<file path="config.mk">
export PLATFORM = sky130hd
export DESIGN_NAME = fetchPipe3
export DESIGN_NICKNAME = d
export VERILOG_FILES = /design/src/rtl/fetchPipePkg.sv /design/src/rtl/fetchPipeCtrl.sv /design/src/rtl/fetchPipeDatapath.sv /design/src/rtl/fetchPipePcView.sv /design/src/rtl/fetchPipe3.sv
export SDC_FILE = /design/constraint.sdc
export NUM_CORES = 1
export LEC_CHECK = 0
export BUFFER_PORTS_ARGS = -buffer_cell sky130_fd_sc_hd__buf_2
export CAP_MARGIN = 30
export CORE_MARGIN = 2
export CORE_UTILIZATION = 55
export CTS_CLUSTER_SIZE = 8
export DETAILED_ROUTE_END_ITERATION = 10
export PLACE_DENSITY_LB_ADDON = 0.25
export REMOVE_ABC_BUFFERS = 1
export SLEW_MARGIN = 10
export SYNTH_ARGS = -nofsm -noshare
export SYNTH_HDL_FRONTEND = slang
export SYNTH_HIERARCHICAL = 1
export SYNTH_SLANG_ARGS = --single-unit
</file>
<file path="constraint.sdc">
create_clock -name clk -period 3 [get_ports clk]
set_input_delay 0.45 -clock clk [delete_from_list [all_inputs] [get_ports clk]]
set_output_delay 0.45 -clock clk [all_outputs]
set_load 0.005 [all_outputs]
</file>
<file path="src/rtl/fetchPipePkg.sv">
package fetchPipePkg;
  localparam int WIDE_BYTES   = 4;
  localparam int NARROW_BYTES = 2;

  typedef struct packed {
    logic move;        // advance every slot by one stage
    logic takeTarget;  // load redirect target into fetch
  } pipeStrobe_t;
endpackage

</file>
<file path="src/rtl/fetchPipeCtrl.sv">
module fetchPipeCtrl
  import fetchPipePkg::*;
(
  input  logic        clk,
  input  logic        rstN,
  input  logic        stall,
  input  logic        redirect,
  output pipeStrobe_t strobe,
  output logic        fValid,
  output logic        dValid,
  output logic        eValid
);
  always_comb begin
    strobe.takeTarget = redirect;
    strobe.move       = !redirect && !stall;
  end

  always_ff @(posedge clk or negedge rstN) begin
    if (!rstN) begin
      fValid <= 1'b0;
      dValid <= 1'b0;
      eValid <= 1'b0;
    end else if (strobe.takeTarget) begin
      fValid <= 1'b1;
      dValid <= 1'b0;
      eValid <= 1'b0;
    end else if (strobe.move) begin
      fValid <= 1'b1;
      dValid <= fValid;
      eValid <= dValid;
    end
  end

  assert_redirect_flush_R7: assert property (@(posedge clk) disable iff (!rstN)
    redirect |=> (fValid && !dValid && !eValid));

  assert_fill_order_R2: assert property (@(posedge clk) disable iff (!rstN)
    $rose(eValid) |-> $past(dValid));

  assert_stall_valids_R10: assert property (@(posedge clk) disable iff (!rstN)
    (stall && !redirect) |=> $stable({fValid, dValid, eValid}));
endmodule

</file>
<file path="src/rtl/fetchPipeDatapath.sv">
module fetchPipeDatapath
  import fetchPipePkg::*;
#(
  parameter int AW = 32,
  parameter int IW = 32
) (
  input  logic          clk,
  input  logic          rstN,
  input  pipeStrobe_t   strobe,
  input  logic          fValid,
  input  logic          narrowMode,
  input  logic [AW-1:0] redirectAddr,
  input  logic [IW-1:0] imemData,
  output logic [AW-1:0] imemAddr,
  output logic [AW-1:0] eAddr,
  output logic [IW-1:0] eInstr
);
  logic [AW-1:0] step;
  logic [AW-1:0] fetchPc;   // next address to issue
  logic [AW-1:0] fAddr;     // address whose word is on imemData
  logic [AW-1:0] dAddr;
  logic [IW-1:0] dInstr;

  assign step = narrowMode ? AW'(NARROW_BYTES) : AW'(WIDE_BYTES);

  // On a hold, re-issue the fetch-slot address so the returned word stays paired.
  always_comb begin
    if (strobe.takeTarget)  imemAddr = redirectAddr;
    else if (strobe.move)   imemAddr = fetchPc;
    else                    imemAddr = fAddr;
  end

  always_ff @(posedge clk or negedge rstN) begin
    if (!rstN) begin
      fetchPc <= '0;
      fAddr   <= '0;
      dAddr   <= '0;
      dInstr  <= '0;
      eAddr   <= '0;
      eInstr  <= '0;
    end else if (strobe.takeTarget) begin
      fAddr   <= redirectAddr;
      fetchPc <= redirectAddr + step;
    end else if (strobe.move) begin
      fAddr   <= fetchPc;
      fetchPc <= fetchPc + step;
      dAddr   <= fAddr;
      dInstr  <= imemData;
      eAddr   <= dAddr;
      eInstr  <= dInstr;
    end
  end

  assert_fetch_stride_R3: assert property (@(posedge clk) disable iff (!rstN)
    fValid |-> ((fetchPc - fAddr) == AW'(WIDE_BYTES) ||
                (fetchPc - fAddr) == AW'(NARROW_BYTES)));
endmodule

</file>
<file path="src/rtl/fetchPipePcView.sv">
module fetchPipePcView
  import fetchPipePkg::*;
#(
  parameter int AW    = 32,
  parameter int AHEAD = 2
) (
  input  logic          narrowMode,
  input  logic [AW-1:0] execAddr,
  output logic [AW-1:0] pcRead
);
  localparam logic [AW-1:0] WIDE_OFF   = AW'(AHEAD * WIDE_BYTES);
  localparam logic [AW-1:0] NARROW_OFF = AW'(AHEAD * NARROW_BYTES);

  assign pcRead = execAddr + (narrowMode ? NARROW_OFF : WIDE_OFF);
endmodule

</file>
<file path="src/rtl/fetchPipe3.sv">
module fetchPipe3
  import fetchPipePkg::*;
#(
  parameter int AW = 32,
  parameter int IW = 32
) (
  input  logic          clk,
  input  logic          rstN,
  input  logic          narrowMode,
  input  logic          stall,
  input  logic          redirect,
  input  logic [AW-1:0] redirectAddr,
  output logic [AW-1:0] imemAddr,
  input  logic [IW-1:0] imemData,
  output logic          exValid,
  output logic [IW-1:0] exInstr,
  output logic [AW-1:0] exAddr,
  output logic [AW-1:0] exPcRead
);
  pipeStrobe_t strobe;
  logic        fValid;
  logic        dValid;

  fetchPipeCtrl i_ctrl (
    .clk(clk), .rstN(rstN), .stall(stall), .redirect(redirect),
    .strobe(strobe), .fValid(fValid), .dValid(dValid), .eValid(exValid)
  );

  fetchPipeDatapath #(.AW(AW), .IW(IW)) i_dp (
    .clk(clk), .rstN(rstN), .strobe(strobe), .fValid(fValid),
    .narrowMode(narrowMode), .redirectAddr(redirectAddr), .imemData(imemData),
    .imemAddr(imemAddr), .eAddr(exAddr), .eInstr(exInstr)
  );

  fetchPipePcView #(.AW(AW), .AHEAD(2)) i_pcView (
    .narrowMode(narrowMode), .execAddr(exAddr), .pcRead(exPcRead)
  );

  assert_stall_freeze_R10: assert property (@(posedge clk) disable iff (!rstN)
    (stall && !redirect) |=> ($stable(exAddr) && $stable(exInstr) && $stable(exValid)));

  assert_redirect_issue_R8: assert property (@(posedge clk) disable iff (!rstN)
    redirect |-> (imemAddr == redirectAddr));
endmodule

</file>
==> results of run 1 <==
layout make-up:
class / count / area [um^2] / share of cell area, %
Sequential cell: 195 / 4880 / 43.1
Clock inverter: 15 / 124 / 1.09
Tap cell: 220 / 275 / 2.43
Multi-Input combinational cell: 546 / 4320 / 38.1
Timing Repair Buffer: 221 / 1250 / 11.1
Inverter: 13 / 48.8 / 0.431
Clock buffer: 17 / 425 / 3.76
placed cells by master, fill, tap and decap left out, drive strengths merged:
| master | n |
|---|---|
| a21boi | 1 |
| nand3 | 40 |
| dfrtp | 195 |
| xor2 | 25 |
| mux2i | 54 |
| fa | 2 |
| and3 | 5 |
| and2 | 4 |
| mux2 | 132 |
| a211o | 1 |
| clkinvlp | 4 |
| nor2 | 27 |
| o21ai | 43 |
| nor4b | 1 |
| or2b | 1 |
| clkbuf | 18 |
| a21oi | 10 |
| clkinv | 5 |
| o22ai | 1 |
| and4 | 3 |
| xnor2 | 58 |
| nor3 | 8 |
| nor3b | 1 |
| nor4 | 8 |
| nand2b | 6 |
| o22a | 1 |
| a211oi | 2 |
| nand3b | 7 |
| a31oi | 1 |
| o21a | 1 |
| ha | 4 |
| nand2 | 76 |
| a221oi | 1 |
| nand4b | 4 |
| or4 | 1 |
| nand4 | 12 |
| buf | 220 |
| a222oi | 2 |
| a22oi | 3 |
| inv | 19 |
per-layer routing:
metal / vias to the layer above / wire length (um) / track usage (%)
li1: 3181 / - / -
met1: 3228 / 9600 / 32.9
met2: 203 / 9310 / 35.0
met3: 27 / 1260 / 5.14
met4: 0 / 505 / 8.39
met5: - / 0 / 0
flip-flops by register name, indices dropped and copies added (netlist names):
| register | count |
|---|---|
| i_ctrl/dValid | 1 |
| i_ctrl/eValid | 1 |
| i_ctrl/fValid | 1 |
| i_dp/dAddr | 32 |
| i_dp/dInstr | 32 |
| i_dp/eAddr | 32 |
| i_dp/eInstr | 32 |
| i_dp/fAddr | 32 |
| i_dp/fetchPc | 32 |
worst max-delay path, stage by stage, from the launching register on:
cell and delay [ns]:
dfrtp_1 0.53, nand3_1 0.24, nor4_4 0.68, nand3_1 0.19
xnor2_1 0.20, buf_2 0.14
where the power goes:
group | switching [uW] | leakage, uW | internal, uW
clock network | 1030 | 0.000260 | 1080
logic | 784 | 0.00247 | 1020
registers | 511 | 0.00234 | 3200
total | 2320 | 0.00507 | 5300
cell families after synthesis:
kind of cell | Yosys count | synth area share [%]
xor gates and xnor gates | 83 | 7.70
AOI/OAI and AO/OA | 67 | 3.99
buffers and inverters | 56 | 2.74
and+or+nand+nor | 204 | 11.4
adders and majority gates | 6 | 0.955
muxes | 186 | 21.5
DFF | 195 | 51.7
stage by stage:
| stage | area (um^2) | hold WS, ns | setup TNS (ns) |
|---|---|---|---|
| floorplan | 9230 | 0.154 | -960.59 |
| global placement | 10800 | 0.459 | 0 |
| detailed placement | 10800 | 0.479 | 0 |
| CTS | 11300 | 0.109 | 0 |
| global route | 11300 | 0.144 | 0 |
| finish | 11300 | 0.0906 | 0 |
worst min path at each step:
stage                 endpoint           from  cells past startpoint
3_5_place_dp     i_ctrl/fValid  i_ctrl/fValid                      2
4_1_cts        i_dp/eInstr[14]           rstN                      1
5_1_grt        i_dp/eInstr[14]           rstN                      1
2_1_floorplan    i_ctrl/dValid           rstN                      0
3_3_place_gp     i_ctrl/fValid  i_ctrl/fValid                      2
6_report       i_dp/eInstr[14]           rstN                      1
==> metrics.yaml, run 1 <==
final_layout:
  areaGrowthSynthToFinish_pct: 20.0
  final.fill_count: 1249
  fin_util_pct: 67.8
  antenna_cells: 0
  drive_gt1_share_pct: 40.2
  layout.nets: 1069
  layout.cells.non_filler: 1227
detailed_routing:
  vias_per_cell: 5.41
  drt-total-wl_um: 20700
  ant_nets: 0
  dr.pass1.iters: 4
  via_count: 6639
  drtIter0Drc: 359
  avgRoutedWirePerCell_um: 16.9
  drc: 0
synth:
  syn-cell-area_mm2: 0.00944
  syn_inst: 797
  synth-main-ff-cell: "dfrtp_1"
  synth_seq_cells: 195
  yosysSeqAreaShare_pct: 51.7
  synth_top_cell_by_area: "dfrtp_1"
  synthTopCellsByArea: "dfrtp_1 (52%), mux2_2 (16%), mux2i_1 (5.7%)"
  synth.most_common_cell: "dfrtp_1"
  yosys_warnings: 6
  avgSynthCellArea_um2: 11.8
  async_reset_ff_share_pct: 100
  synth-edff-count: 0
  yosysUniqueCellTypes: 51
  synth_commonest_cells: "dfrtp_1 (195), mux2_2 (132), nand2_1 (76), xnor2_1 (58), mux2i_1 (54)"
  synth_top_area_share_pct: 51.7
critical_path:
  rr_startpoint: "i_dp/fetchPc[1]"
  cp-startpoint: "i_dp/eAddr[15]"
  reg2reg_to: "i_dp/fetchPc[25]"
  endpoint: "exPcRead[29]"
  cp_max_fo: 10
  worstSetupPathType: "register to output pin"
  crit_arrival_ns: 2.40
  cp-end-kind: "output pin"
  cp-start-kind: "register"
  cp.required_ns: 2.55
  reg2reg_slack_ns: 0.46
  r2r_cells: 11
cts:
  tritoncts: "yes"
  post_cts_buffers: 0
  cts_resized: 0
  path_clk_slew_ns: 0.07
  cts_max_level: 4
  clock_sinks: 195
  clock_latency_ns: 0.42
  ctsHoldBuffers: 0
  cts_buffers: 17
  clock_path_buffers: 2
  clockRootBuffer: "clkbuf_16"
timing:
  period_share_pct: 95.1
  max_freq_mhz: 350
  fin_worst_skew_ns: 0.00817
  setup_slack_ns: 0.146
  min_period_ns: 2.85
  hold_violations: 0
  relSlewSlack_pct: 51.9
  max_slew.worst_pin.slew_ns: 0.721
  rsz0062_at_grt: "false"
  finalSetupViolCount: 0
  slew_violations: 0
placed_design:
  place_inst: 1195
  gp_congestion: 0.906
  io_buffers: 197
  post-place-ws_ns: 0.261
  hpwl_um: 14900
floorplanning:
  row_count: 47
  die-area_mm2: 0.0182
  dieHeight_um: 135
  dieWidth_um: 135
  ios: 198
  core_mm2: 0.0167
  start_util_pct: 56.5
grt:
  grt_max_degree: 90
  grt_pass1_wl_um: 33100
  overflow: 0
  grt_pass1_vias: 6416
  antenna_found_initial: 0
  gr-usage-all-layers_pct: 23.1
power_and_ir_drop:
  p_leak_uw: 0.00507
  p_per_area_mw_per_mm2: 674
  peakVddDrop_mv: 0.484
  p_total_uw: 7630
run:
  drv_cap: 0
hold_path:
  worstHoldPathType: "input pin to async pin"
run_status:
  status: "complete, no violations"
Note: power is estimated with default switching activity, not from simulation.
==> run 2: changes to the inputs <==
--- a/config.mk
+++ b/config.mk
@@ -7,12 +7,12 @@
 export LEC_CHECK = 0
 export BUFFER_PORTS_ARGS = -buffer_cell sky130_fd_sc_hd__buf_2
 export CAP_MARGIN = 30
+export CORE_ASPECT_RATIO = 1.4
 export CORE_MARGIN = 2
 export CORE_UTILIZATION = 55
 export CTS_CLUSTER_SIZE = 8
 export DETAILED_ROUTE_END_ITERATION = 10
 export PLACE_DENSITY_LB_ADDON = 0.25
-export REMOVE_ABC_BUFFERS = 1
 export SLEW_MARGIN = 10
 export SYNTH_ARGS = -nofsm -noshare
 export SYNTH_HDL_FRONTEND = slang
==> run 2 against run 1 <==
Via count increased by 2.0%. Critical path type unchanged. Critical endpoint is now exPcRead[16]. Clock skew fell by 0.00060 ns. Largest power group unchanged. Clock-buffer cell count is 4 higher. Worst hold slack worse by 0.055 ns. Routed wire length is 3.7% higher. Die area hardly changed. Critical path depth increased by 2. Sequential power is essentially flat. Largest cell class unchanged. Highest routed layer is now met5. Maximum frequency shrank 0.79%. Flip-flop and latch count is the same. Global-route usage grew 1.4 points. Non-clock buffer count unchanged.
==> metrics.yaml, run 2 (same netlist as run 1, synthesis figures left out) <==
timing:
  finalSetupViolCount: 0  # unchanged
  slew_violations: 0  # unchanged
  min_period_ns: 2.88  # +0.0227 ns
  fin_worst_skew_ns: 0.00757  # -0.000595 ns
  tns_ns: 0  # unchanged
  max_freq_mhz: 348  # -0.79%
  hold_violations: 0  # unchanged
  period_share_pct: 95.9  # +0.76 points
  rsz0062_at_grt: "false"
  max_slew.worst_pin.slew_ns: 0.658  # -0.0634 ns
  relSlewSlack_pct: 56.1  # +4.2 points
placed_design:
  place_inst: 1177  # -1.5%
  hpwl_um: 15500  # +3.8%
  io_buffers: 197  # unchanged
  gp_congestion: 0.863  # -4.7%
final_layout:
  drive_gt1_share_pct: 41.1  # +0.89 points
  ff_latch_area_mm2: 0.00488  # unchanged
  multi_input_area_mm2: 0.00438  # +1.5%
  antenna_cells: 0  # unchanged
  layout_common_cells: "dfrtp_1 (195), buf_2 (195), mux2_2 (132)"
  areaGrowthSynthToFinish_pct: 20.7
  layout.nets: 1069  # unchanged
  final.fill_count: 1306  # +4.6%
  fin_util_pct: 67.7  # -0.070 points
  layout.cells.non_filler: 1210  # -1.4%
detailed_routing:
  vias_per_cell: 5.60  # +3.5%
  dr.pass1.iters: 5  # +1
  drtIter0Drc: 325  # -9.5%
  drc: 0  # unchanged
  ant_nets: 0  # unchanged
  via_count: 6775  # +2.0%
  avgRoutedWirePerCell_um: 17.7  # +5.2%
  drt-total-wl_um: 21400  # +3.7%
critical_path:
  crit_arrival_ns: 2.43  # +0.03 ns
  worstSetupPathType: "register to output pin"
  cp_max_fo: 2  # -8
  rr_startpoint: "i_dp/fetchPc[1]"
  cp-end-kind: "output pin"
  reg2reg_to: "i_dp/fetchPc[31]"
  cp.required_ns: 2.55  # about the same
  cp-start-kind: "register"
  reg2reg_slack_ns: 0.63  # +0.17 ns
  r2r_cells: 11  # unchanged
grt:
  gr-usage-all-layers_pct: 24.5  # +1.4 points
  overflow: 0  # unchanged
  grt_max_degree: 81  # -10%
  grt_pass1_wl_um: 35100  # +6.1%
  antenna_found_initial: 1  # +1
  met3_usage_pct: 7.19  # +2.1 points
  grt_pass1_vias: 6816  # +6.2%
  top_usage_layer: "met2"
  use_met2_pct: 41.4  # +6.4 points
  gr-usage-met1_pct: 29.6  # -3.3 points
cts:
  path_clk_slew_ns: 0.07  # about the same
  cts_buffers: 17  # unchanged
  cts_max_level: 4  # unchanged
  clock_latency_ns: 0.43  # about the same
  clock_sinks: 195  # unchanged
  clock_path_buffers: 2  # unchanged
  clockRootBuffer: "clkbuf_16"
  ctsHoldBuffers: 0  # unchanged
  tritoncts: "yes"
floorplanning:
  core_mm2: 0.0168  # +0.69%
  ios: 198  # unchanged
  dieHeight_um: 159  # +18%
  dieWidth_um: 115  # -15%
  start_util_pct: 56.1  # -0.39 points
  die-area_mm2: 0.0182  # about the same
  row_count: 56  # +19%
hold_path:
  worstHoldPathType: "input pin to async pin"
power_and_ir_drop:
  p_leak_uw: 0.00510  # +0.58%
  p_per_area_mw_per_mm2: 679  # +0.81%
  peakVddDrop_mv: 0.472  # -2.4%
run_status:
  status: "complete, no violations"
run:
  drv_cap: 0  # unchanged
synth:
  syn-num-nets: 872
## run 2: cell types whose count changed in the layout (fill, tap and decap cells not counted), sizes merged
cell / before / now
clkinvlp: 4 / 0
inv: 19 / 18
clkbuf: 18 / 22
bufinv: 0 / 1
## run 2: worst max-delay path by stage
stage | from | to | slack, ns | depth (start not counted)
2_1_floorplan | redirect | i_dp/fetchPc[29] | 0.001 | 16
5_1_grt | i_dp/eAddr[2] | exPcRead[30] | 0.03 | 9
3_5_place_dp | narrowMode | exPcRead[16] | 0.20 | 8
6_report | i_dp/eAddr[2] | exPcRead[16] | 0.12 | 7
4_1_cts | i_dp/eAddr[3] | exPcRead[27] | 0.02 | 6
3_3_place_gp | narrowMode | exPcRead[16] | 0.26 | 8
## run 2: power by group
group          leakage (uW)  switching [uW]  internal (uW)  total [uW]
clock              0.000282            1030           1190        2230
combinational       0.00247             793           1020        1810
sequential          0.00234             491           3210        3700
total               0.00510            2320           5420        7740
## run 2: per-stage QoR
stage	instance area [um^2]	hold slack, ns	power [uW]	setup WS (ns)
5_1_grt	11400	0.0823	8190	0.0327
2_1_floorplan	9520	0.154	4640	0.00102
4_1_cts	11400	0.0597	7830	0.0214
6_report	11400	0.0353	7740	0.123
3_3_place_gp	10800	0.456	5500	0.263
3_5_place_dp	10800	0.464	5570	0.201
## run 2: per-layer routing
metal,share of wire (%),up-vias
met1,40,3367
met2,52,194
met4,2.5,2
met5,0.033,-
li1,-,3181
met3,6.2,31
## run 2: final cells by class
| class | instances | share of cell area, % |
|---|---|---|
| flip-flops and latches | 195 | 42.8 |
| multi-input cells | 546 | 38.5 |
| repair buffers | 221 | 11.0 |
| clock buffers | 21 | 3.96 |
| well taps | 203 | 2.23 |
| clock inverters | 11 | 1.07 |
| inverters | 13 | 0.428 |
## run 2: timing repair
item	4_1_cts	5_1_grt
hold endpoints to repair	0	0
endpoints found under the setup margin	1	7
setup buffers	0	1
gates resized for setup	1	1
## run 2: critical path, stage by stage, from the launching register on
cell and delay [ns]:
dfrtp_1 0.37, ha_1 0.17, inv_1 0.06, fa_2 0.38, or4_4 0.58, nor2_2 0.12
xor2_1 0.18, buf_2 0.14
==> run 3: changes to the inputs <==
--- a/config.mk
+++ b/config.mk
@@ -7,11 +7,12 @@
 export LEC_CHECK = 0
 export BUFFER_PORTS_ARGS = -buffer_cell sky130_fd_sc_hd__buf_2
 export CAP_MARGIN = 30
-export CORE_ASPECT_RATIO = 1.4
+export CORE_ASPECT_RATIO = 0.6
 export CORE_MARGIN = 2
 export CORE_UTILIZATION = 55
 export CTS_CLUSTER_SIZE = 8
 export DETAILED_ROUTE_END_ITERATION = 10
+export HOLD_SLACK_MARGIN = 0.05
 export PLACE_DENSITY_LB_ADDON = 0.25
 export SLEW_MARGIN = 10
 export SYNTH_ARGS = -nofsm -noshare
==> run 3 against run 2 <==
Flip-flop and latch count unchanged. Core utilization increased by 0.18 points. Clock-buffer cell count decreased by 3. Via count decreased by 1.2%. Sequential share of layout area decreased by 0.43 points. Power increased by 0.69%. Final area increased by 1.0%. Critical path depth unchanged. Critical endpoint unchanged. Largest cell class unchanged. Highest routed layer is now met4.
==> metrics.yaml, run 3 (same netlist as run 1, synthesis figures left out) <==
run_status:
  status: "complete, no violations"
critical_path:
  reg2reg_slack_ns: 0.39  # -0.24 ns
  r2r_cells: 10  # -1
  cp.required_ns: 2.55  # about the same
  cp-start-kind: "register"
  reg2reg_to: "i_dp/fetchPc[25]"
  cp-end-kind: "output pin"
  cp_max_fo: 3  # +1
  worstSetupPathType: "register to output pin"
  rr_startpoint: "i_dp/fetchPc[1]"
  crit_arrival_ns: 2.45  # +0.02 ns
grt:
  antenna_found_initial: 1  # unchanged
  grt_pass1_vias: 6355  # -6.8%
  grt_max_degree: 91  # +12%
  met3_usage_pct: 6.13  # -1.1 points
  gr-usage-met1_pct: 37.7  # +8.1 points
  gr-usage-all-layers_pct: 23.9  # -0.57 points
  use_met2_pct: 33.1  # -8.4 points
  overflow: 0  # unchanged
  top_usage_layer: "met1"
  grt_pass1_wl_um: 34600  # -1.4%
final_layout:
  multi_input_area_mm2: 0.00440  # +0.37%
  final.fill_count: 1277  # -2.2%
  fin_util_pct: 67.9  # +0.18 points
  areaGrowthSynthToFinish_pct: 21.9
  drive_gt1_share_pct: 41.6  # +0.51 points
  layout.cells.non_filler: 1243  # +2.7%
  antenna_cells: 0  # unchanged
  layout.nets: 1071  # +0.19%
  ff_latch_area_mm2: 0.00488  # unchanged
  layout_common_cells: "dfrtp_1 (195), buf_2 (195), mux2_2 (132)"
run:
  drv_cap: 0  # unchanged
cts:
  tritoncts: "yes"
  ctsHoldBuffers: 0  # unchanged
  path_clk_slew_ns: 0.08  # about the same
  clock_path_buffers: 2  # unchanged
  clock_sinks: 195  # unchanged
  clockRootBuffer: "clkbuf_16"
  cts_buffers: 17  # unchanged
  clock_latency_ns: 0.44  # about the same
  cts_max_level: 4  # unchanged
floorplanning:
  start_util_pct: 55.7  # -0.42 points
  dieHeight_um: 105  # -34%
  core_mm2: 0.0169  # +0.76%
  ios: 198  # unchanged
  die-area_mm2: 0.0183  # +0.11%
  row_count: 37  # -34%
  dieWidth_um: 173  # +51%
timing:
  finalSetupViolCount: 0  # unchanged
  max_freq_mhz: 345  # -0.85%
  setup_slack_ns: 0.0986  # -0.0246 ns
  hold_violations: 0  # unchanged
  fin_worst_skew_ns: 0.0125  # +0.00489 ns
  rsz0062_at_grt: "true"
  min_period_ns: 2.90  # +0.0246 ns
  max_slew.worst_pin.slew_ns: 0.746  # +0.0880 ns
  relSlewSlack_pct: 50.3  # -5.9 points
  slew_violations: 0  # unchanged
  period_share_pct: 96.7  # +0.82 points
placed_design:
  gp_congestion: 0.850  # -1.5%
  post-place-ws_ns: 0.135  # -0.0663 ns
  hpwl_um: 15500  # +0.26%
  io_buffers: 197  # unchanged
  place_inst: 1210  # +2.8%
detailed_routing:
  vias_per_cell: 5.39  # -3.8%
  dr.pass1.iters: 5  # unchanged
  drtIter0Drc: 509  # +57%
  drc: 0  # unchanged
  avgRoutedWirePerCell_um: 17.1  # -3.7%
  ant_nets: 0  # unchanged
  via_count: 6695  # -1.2%
  drt-total-wl_um: 21200  # -1.1%
power_and_ir_drop:
  p_per_area_mw_per_mm2: 677  # -0.32%
  p_leak_uw: 0.00515  # +0.95%
  peakVddDrop_mv: 0.392  # -17%
hold_path:
  worstHoldPathType: "input pin to async pin"
synth:
  syn-num-nets: 872  # unchanged
run 3: cell count changes in the layout (fill, tap and decap cells not counted), moves of 2 or more:
cell and delta:
clkinv_4 -3, inv_6 +4, buf_6 +2, inv_8 -2, nor3_2 -2, clkbuf_1 -3, clkinv_8 +5
run 3: repair_timing:
| item | in CTS | in global routing |
|---|---|---|
| endpoints found under the setup margin | 4 | 11 |
| gates resized for setup | 1 | 6 |
| setup buffers | 0 | 1 |
| hold endpoints to repair | 0 | 0 |
| pin swaps | 0 | 3 |
run 3: worst max-delay path: stages (launching register included):
cell	delay (ns)
dfrtp_1	0.38
ha_2	0.20
inv_1	0.06
fa_2	0.41
or4_4	0.59
nor2_2	0.11
xor2_1	0.13
buf_2	0.12
run 3: power breakdown:
| part | total (uW) | internal (uW) | switching [uW] |
|---|---|---|---|
| Clock | 2260 | 1140 | 1120 |
| Sequential | 3710 | 3200 | 502 |
| Combinational | 1830 | 1030 | 798 |
| Total | 7790 | 5370 | 2420 |
run 3: worst max path at each step:
stage / endpoint / start
final: exPcRead[16] / i_dp/eAddr[2]
after global placement: exPcRead[30] / narrowMode
after floorplan: i_dp/fetchPc[29] / redirect
after CTS: exPcRead[30] / i_dp/eAddr[2]
after global routing: exPcRead[22] / i_dp/eAddr[2]
after detailed placement: i_dp/fetchPc[25] / redirect
run 3: stage by stage:
| stage | hold slack [ns] | setup TNS, ns | total power [uW] | area, um^2 |
|---|---|---|---|---|
| finish | 0.0792 | 0 | 7790 | 11500 |
| global placement | 0.454 | 0 | 5500 | 10900 |
| detailed placement | 0.459 | 0 | 5560 | 10900 |
| CTS | 0.106 | 0 | 7840 | 11500 |
| global route | 0.138 | -0.0565 | 8230 | 11500 |
| floorplan | 0.154 | 0 | 4640 | 9520 |
run 3: routing by layer:
metal  vias up  share of wire (%)  wire length (um)
met5         -                  0                 0
met1      3275                 51             10700
li1       3198                  -                 -
met4         0               0.67               142
met3        13                7.2              1530
met2       209                 42              8810
run 3: layout make-up:
| type | instances | area share (%) |
|---|---|---|
| well taps | 234 | 2.54 |
| clock inverters | 14 | 1.38 |
| inverters | 13 | 0.424 |
| repair buffers | 223 | 11.2 |
| flip-flops and latches | 195 | 42.4 |
| clock buffers | 18 | 3.82 |
| multi-input cells | 546 | 38.2 |
